==> src/rtl/evt_flag_pkg.sv <==
package evt_flag_pkg;
  typedef enum logic [1:0] {
    KIND_FLAG = 2'b00,
    KIND_SET  = 2'b01,
    KIND_CLR  = 2'b10,
    KIND_RSVD = 2'b11
  } reg_kind_e;
endpackage

==> src/rtl/evt_flag_word.sv <==
module evt_flag_word #(
  parameter int WORD_W = 32
) (
  input  logic              clk,
  input  logic              rst,
  input  logic [WORD_W-1:0] ev,
  input  logic [WORD_W-1:0] mask,
  input  logic [WORD_W-1:0] set_bits,
  input  logic [WORD_W-1:0] clr_bits,
  output logic [WORD_W-1:0] flags,
  output logic              comb
);
  logic [WORD_W-1:0] flag_q, flag_next;
  logic              comb_q;

  // event and set dominate clear
  always_comb flag_next = (flag_q & ~clr_bits) | set_bits | ev;

  always_ff @(posedge clk) begin
    if (rst) begin
      flag_q <= '0;
      comb_q <= 1'b0;
    end else begin
      flag_q <= flag_next;
      comb_q <= |(flag_next & ~mask);
    end
  end

  assign flags = flag_q;
  assign comb  = comb_q;
endmodule

==> src/rtl/evt_flag_rdmux.sv <==
module evt_flag_rdmux
  import evt_flag_pkg::*;
#(
  parameter int NUM_WORDS = 4,
  parameter int WORD_W    = 32,
  parameter int WSEL_W    = 2
) (
  input  logic                        clk,
  input  logic                        rst,
  input  logic [NUM_WORDS*WORD_W-1:0] flag_vec,
  input  logic [WSEL_W+1:0]           rd_addr,
  output logic [WORD_W-1:0]           rd_data
);
  logic [WORD_W-1:0] rd_next, rd_q;
  reg_kind_e         kind;
  logic [WSEL_W-1:0] idx;

  always_comb begin
    kind    = reg_kind_e'(rd_addr[WSEL_W+1:WSEL_W]);
    idx     = rd_addr[WSEL_W-1:0];
    rd_next = '0;
    if (kind == KIND_FLAG) begin
      for (int k = 0; k < NUM_WORDS; k++) begin
        if (idx == WSEL_W'(k)) rd_next = flag_vec[k*WORD_W +: WORD_W];
      end
    end
  end

  always_ff @(posedge clk) begin
    if (rst) rd_q <= '0;
    else     rd_q <= rd_next;
  end

  assign rd_data = rd_q;
endmodule

==> src/rtl/evt_flag_bank.sv <==
module evt_flag_bank
  import evt_flag_pkg::*;
#(
  parameter int NUM_WORDS = 4,
  parameter int WORD_W    = 32,
  localparam int NUM_EVT  = NUM_WORDS * WORD_W,
  localparam int WSEL_W   = (NUM_WORDS > 1) ? $clog2(NUM_WORDS) : 1,
  localparam int ADDR_W   = WSEL_W + 2
) (
  input  logic               clk,
  input  logic               rst,
  input  logic [NUM_EVT-1:0] evt_pulse,
  input  logic [NUM_EVT-1:0] evt_mask,
  input  logic               wr_en,
  input  logic [ADDR_W-1:0]  wr_addr,
  input  logic [WORD_W-1:0]  wr_data,
  input  logic [ADDR_W-1:0]  rd_addr,
  output logic [WORD_W-1:0]  rd_data,
  output logic [NUM_WORDS-1:0] comb_evt
);
  reg_kind_e         wr_kind;
  logic [WSEL_W-1:0] wr_word;
  logic [NUM_EVT-1:0] flag_vec;

  assign wr_kind = reg_kind_e'(wr_addr[ADDR_W-1 -: 2]);
  assign wr_word = wr_addr[WSEL_W-1:0];

  for (genvar g = 0; g < NUM_WORDS; g++) begin : g_word
    logic              hit;
    logic [WORD_W-1:0] set_bits, clr_bits;

    assign hit      = wr_en && (wr_word == WSEL_W'(g));
    assign set_bits = (hit && wr_kind == KIND_SET) ? wr_data : '0;
    assign clr_bits = (hit && wr_kind == KIND_CLR) ? wr_data : '0;

    evt_flag_word #(.WORD_W(WORD_W)) u_word (
      .clk      (clk),
      .rst      (rst),
      .ev       (evt_pulse[g*WORD_W +: WORD_W]),
      .mask     (evt_mask[g*WORD_W +: WORD_W]),
      .set_bits (set_bits),
      .clr_bits (clr_bits),
      .flags    (flag_vec[g*WORD_W +: WORD_W]),
      .comb     (comb_evt[g])
    );
  end

  evt_flag_rdmux #(
    .NUM_WORDS (NUM_WORDS),
    .WORD_W    (WORD_W),
    .WSEL_W    (WSEL_W)
  ) u_rdmux (
    .clk      (clk),
    .rst      (rst),
    .flag_vec (flag_vec),
    .rd_addr  (rd_addr),
    .rd_data  (rd_data)
  );
endmodule

==> config.mk <==
export PLATFORM = sky130hd
export DESIGN_NAME = evt_flag_bank
export DESIGN_NICKNAME = d
export VERILOG_FILES = /design/src/rtl/evt_flag_pkg.sv /design/src/rtl/evt_flag_word.sv /design/src/rtl/evt_flag_rdmux.sv /design/src/rtl/evt_flag_bank.sv
export SDC_FILE = /design/constraint.sdc
export NUM_CORES = 1
export LEC_CHECK = 0
export CAP_MARGIN = 25
export CORE_MARGIN = 10
export CORE_UTILIZATION = 35
export DETAILED_ROUTE_END_ITERATION = 12
export PLACE_DENSITY_LB_ADDON = 0.1
export SETUP_SLACK_MARGIN = 0.1
export SYNTH_ARGS = -nofsm -noshare
export SYNTH_HDL_FRONTEND = slang
export SYNTH_SLANG_ARGS = --single-unit
export TNS_END_PERCENT = 20
==> constraint.sdc <==
create_clock -name clk -period 3.51 [get_ports clk]
set_clock_uncertainty 0.05 [all_clocks]
set_input_delay 0.351 -clock clk [delete_from_list [all_inputs] [get_ports clk]]
set_output_delay 0.351 -clock clk [all_outputs]
set_load 0.03 [all_outputs]
## Word level (Yosys, flattened, before mapping)

Cells that the tools add are included.
W data, S select, Z words.

- Memories kept: 0
- RAM bits: 0
- Latch bits: 0
- Bits in registers: 164
- ROM bits: 0
- Output and inout port bits: 36

- Reductions and logical operators: 20
- Equal/unequal tests: 8
- Mux-type cells: 12
- Add/sub/neg operators: 0
- Multipliers: 0
- Shift operators: 0
- Divide/modulo/power cells: 0
- Bitwise logic cells: 25
- Order comparisons: 0

Operators with widths:

| cell | number |
|---|---|
| $mux W32 | 12 |
| $and A32 B32 Y32 | 8 |
| $not A32 Y32 | 8 |
| $or A32 B32 Y32 | 8 |
| $reduce_or A32 Y1 | 4 |
| $logic_and A1 B1 Y1 | 12 |
| $eq A2 B2 Y1 const B | 5 |
| $eq A2 B1 Y1 const B | 3 |
| $logic_not A2 Y1 | 3 |
| $reduce_or A2 Y1 | 1 |
| $not A1 Y1 | 1 |

## Logic depth before layout (Yosys ltp)

- Word-level depth: 10
- Gate-level depth with buffers: 10

## Cells and area by module

Synthesis repeated with hierarchy kept, for this count alone.

- Cells, all modules: 1129
- Area, all modules: 8733.4 um^2

By module, submodules not included:

| module | instances | area an instance (um^2) | cells each |
|---|---|---|---|
| evt_flag_word | 4 | 1390.1 | 154 |
| evt_flag_rdmux | 1 | 1612.8 | 145 |
| evt_flag_bank | 1 | 1560.2 | 368 |

## Worst setup path after synthesis

Ideal clock, no wire load.

- Path kind: input to register
- Start: input port wr_addr[1]
- End: register g_word[2].u_word.comb_q
- Setup slack: 1.295 ns
- Path buffers: 3
- Setup time: 0.140 ns
- Data arrival time: 2.025 ns
- Cell stages on the path: 9
- Data required time: 3.320 ns
- Cells stage by stage: buf_2 -> and2_1 -> buf_2 -> buf_6 -> a31oi_1 -> a21oi_1 -> or4_1 -> nor4_1 -> a41oi_1

- Cells in the longest elaborated chain, start to end: 10
- Elaborated cells between the ends (all ways): 12

Ends and longest elaborated chain:

| item | line | source |
|---|---|---|
| from (decl) | evt_flag_bank.sv:15 | `input logic [ADDR_W-1:0] wr_addr,` |
| $eq A2 B2 Y1 * | evt_flag_bank.sv:32 | `assign hit = wr_en && (wr_word == WSEL_W'(g));` |
| $logic_and A1 B1 Y1 * | evt_flag_bank.sv:32 |  |
| $logic_and A1 B1 Y1 | evt_flag_bank.sv:34 | `assign clr_bits = (hit && wr_kind == KIND_CLR) ? wr_data : '0;` |
| $mux W32 | evt_flag_bank.sv:34 |  |
| $not A32 Y32 | evt_flag_word.sv:17 | `always_comb flag_next = (flag_q & ~clr_bits) \| set_bits \| ev;` |
| $and A32 B32 Y32 | evt_flag_word.sv:17 |  |
| $or A32 B32 Y32 * (2 in a row) | evt_flag_word.sv:17 |  |
| $and A32 B32 Y32 * | evt_flag_word.sv:25 | `comb_q <= \|(flag_next & ~mask);` |
| $reduce_or A32 Y1 * | evt_flag_word.sv:25 |  |
| to (signal assigned) | evt_flag_word.sv:25 |  |
| to (decl) | evt_flag_word.sv:14 | `logic comb_q;` |

Mark *: on every way between the ends. The rest lies on a longest branch, timed or not.
A chain may end at the register's enable or synchronous reset.

## Worst setup path after layout

- Start: input port wr_addr[3]
- End: register g_word[1].u_word.comb_q

- Cells in the longest elaborated chain, start to end: 9
- Elaborated cells between the ends (all ways): 12

Ends and longest elaborated chain:

| item | line |
|---|---|
| $eq A2 B2 Y1 | evt_flag_bank.sv:34 |
| $logic_and A1 B1 Y1 | evt_flag_bank.sv:34 |
| $mux W32 | evt_flag_bank.sv:34 |
| $not A32 Y32 | evt_flag_word.sv:17 |
| $and A32 B32 Y32 | evt_flag_word.sv:17 |
| $or A32 B32 Y32 * (2 in a row) | evt_flag_word.sv:17 |
| $and A32 B32 Y32 * | evt_flag_word.sv:25 |
| $reduce_or A32 Y1 * | evt_flag_word.sv:25 |
| to (signal assigned) | evt_flag_word.sv:25 |
| to (decl) | evt_flag_word.sv:14 |

Marked as above.

==> impl_results.md <==
- Avg Inst Size Synth: 8.63 sq um
- Layout cells sized above 1: between 8 and 9%
- Dominant cell type by area after synthesis: dfxtp_1
- DRC: 0
- Die Y: 171 um
- First DRT Iteration DRCs: 901
- Status: completed
- CP top delay family: simple AND/OR/NAND/NOR gates
- Grt ovf: 0
- Max incr delay on CP: 0.58 ns
- Hold worst-path end: g_word[3].u_word.flags[25]$_SDFF_PP0_
- Met1 usage: 32.5%
- I/O Buffers: 334
- Vias/cell: 5.99
- WP data arrival: around 3.2 ns
- Area after DPL: 11600 sq um
- Top FF cell, synth: dfxtp_1
- Slew HR: 30.2%
- Synth cell count leaders: a21oi_1, dfxtp_1, a31oi_1
- Max IR drop VDD: 309 uV
- Std-Cell Rows: 55
- Seq/Total Area, Yosys: 40.9%
- Reg-to-Reg End: g_word[1].u_word.comb$_SDFF_PP0_
- CP Class: in -> reg
- RSZ-0062 raised after global routing: false
- Async set or reset register ratio after synthesis: 0%
- Core Box Area: between 20000 and 25000 sq um
- Yosys top cell area share: 40.9%
- Final instance area: 12300 sq um
- Post-route minimum period: 2.96 ns
- Critical Path Fanout Max: 28
- Seq pwr share: between 30% and 40%
- CTS Buffer Depth: 2
- Grt met3 use: 7.45%
- Initial antenna violation count: 11
- Hold path depth: 2
- Final hold violation count: 0
- Layer with the highest usage: met2
- Util after Layout: a little over half
- Met2 Use GR: 41.9%
- CTS tree: built
- Detailed Place HPWL: 29600 um
- Worst Path Required: 3.73 ns
- Wire per inst: 25.9 um
- Pint: approximately 3900 uW
- Worst-Skew Late Latency: 0.43 ns
- Layout area overhead: 53.5%
- Slowest cell on crit path: nor4_1
- Routed Antenna Nets: 0
- Sw Share: roughly a quarter
- Initial Utilization: 35.5%
- Max_cap viols: 0
- CP Launch Type: input port
- Combinational fraction of design power: 20.3%
- Synthesis-stage register bit count: 164
- Total iterations of the first detailed-routing run: 6
- Placer congestion estimate: between 0.9 and 1
- Top-count cell post-synth: a21oi_1
- Die Wd: 171 um
- Setup-failing EPs final: 0
- Vias in the first global route: approximately 9400
- Syn Nets: 1229
- Final Worst Setup Slack: 0.551 ns
- Hold Slack: 0.305 ns
- Via count: 9188
- Clock transition at path regs: 0.07 ns
- Clock Tree Root: clkbuf_16
- H-Tree Depth: 4
- Synth warn: 0
- CP cell instances: clkdlybuf4s50_1 > buf_4 > and3b_2 > a31oi_1 > a21oi_1 > or4_1 > nor4_1 > a41oi_1
- Post-CTS setup buffers: 0
- Pleak: 0.00431 uW
- Pre-CTS setup slack: 0.108 ns
- Main area contributors after synthesis: dfxtp_1, a21oi_1, mux4_2
- R2R setup slack: 1.45 ns
- Post-layout nets: ~1500
- HP Class: in -> reg
- Slew Viols, Final: 0
- GRT Total Usage: 26.2%
- Hold buffers post-CTS: 0
- Clk sinks: 164
- Largest net degree at the start of global routing: 95
- P_sw: 1390 uW
- Clock power share: between 40% and 50%
- Die area: 29400 sq um
- Worst Tran Pin Value: 1.05 ns
- Worst Reg-to-Reg Cells: 5
- Total negative slack: 0 ns
- Wirelength, routed: 39700 um
- Num CTS Buffers: 17
- Origin of the worst min-delay path: rst
- Synthesized area: between 8000 and 9000 sq um
- Distinct cells, synth: 33
- Io pins: 335
- First-pass GRT wire length: 57900 um
- Crit path buf inv count: 2
- Reg-to-Reg Start: g_word[1].u_word.flags[1]$_SDFF_PP0_
- Crit share post-route: ~84%
- Crit end category: register
- Pwr dens: between 400 and 500 nW/um^2
- Max Clock Freq: around 0.34 GHz
- Synth Instances: 930
- PostCTS Resize Cnt: 0
- Post-synth EDFFs: 0
[worst max path at each step]
stage	startpoint	endpoint	slack (ns)	cells past startpoint
after floorplan	wr_addr[1]	g_word[2].u_word.comb$_SDFF_PP0_	1.30	9
after global placement	wr_addr[3]	g_word[1].u_word.comb$_SDFF_PP0_	0.11	8
after detailed placement	wr_addr[3]	g_word[1].u_word.comb$_SDFF_PP0_	0.11	8
after CTS	wr_addr[3]	g_word[1].u_word.comb$_SDFF_PP0_	0.54	8
after global routing	wr_addr[3]	g_word[1].u_word.comb$_SDFF_PP0_	0.45	8
final	wr_addr[3]	g_word[1].u_word.comb$_SDFF_PP0_	0.55	8
[sequential cells by signal, indices dropped and copies added, names as in the netlist]
signal               cells
g_word.u_word.flags    128
u_rdmux.rd_data         32
g_word.u_word.comb       4
[power groups by stage]
stage	Clock, uW	Combinational, uW	Sequential [uW]
global placement	0	1050	2080
floorplan	0	455	2080
finish	2150	1070	2040
CTS	2160	1060	2040
global route	2230	1140	2050
detailed placement	0	1050	2080
[logic make-up (layout without fill, tap and decap cells)]
family / Yosys count / count (layout) / synth area share [%]
AOI/OAI and AO/OA: 470 / 470 / 32.3
buffers and inverters: 81 / 390 / 4.53
DFF: 164 / 164 / 40.9
muxes: 32 / 32 / 8.98
other: 0 / 11 / 0
and+or+nand+nor: 183 / 183 / 13.3
[through the flow]
step	cells	total power, uW
finish	1535	5260
global placement	1493	3130
detailed placement	1493	3130
floorplan	930	2530
CTS	1523	5260
global route	1533	5420
[area by class of cell]
type                            count  area (sq um)
Timing Repair Buffer              360          3600
Tap cell                          285           357
Multi-Input combinational cell    685          4400
Clock buffer                       18           429
Clock inverter                     12           228
Sequential cell                   164          3280
Antenna cell                       11          27.5
Fill cell                        2118         10300
[placed cells by master (no fill, tap or decap), types with 4 or more instances in the layout]
cell type and n:
o21ai_0 101, nand3_1 20, and2_1 4, o22ai_1 10, and3_1 8, nand2_1 26
clkbuf_16 17, buf_12 5, mux4_2 32, diode_2 11, a41oi_1 4, nor2_1 24
a31oi_1 112, o21ai_1 7, o21ai_2 4, clkdlybuf4s50_1 329, nor4_1 18, a221oi_1 16
a21oi_1 216, buf_4 21, nor2b_1 32, or4_1 10, nand3b_1 27, buf_2 4
dfxtp_1 164, bufinv_16 6
[metal layers]
layer	vias to the layer above	share of wire, %
li1	4225	-
met1	4355	40
met2	536	47
met3	70	10
met4	2	3.0
met5	-	0.033
Note: power is estimated with default switching activity, not from simulation.
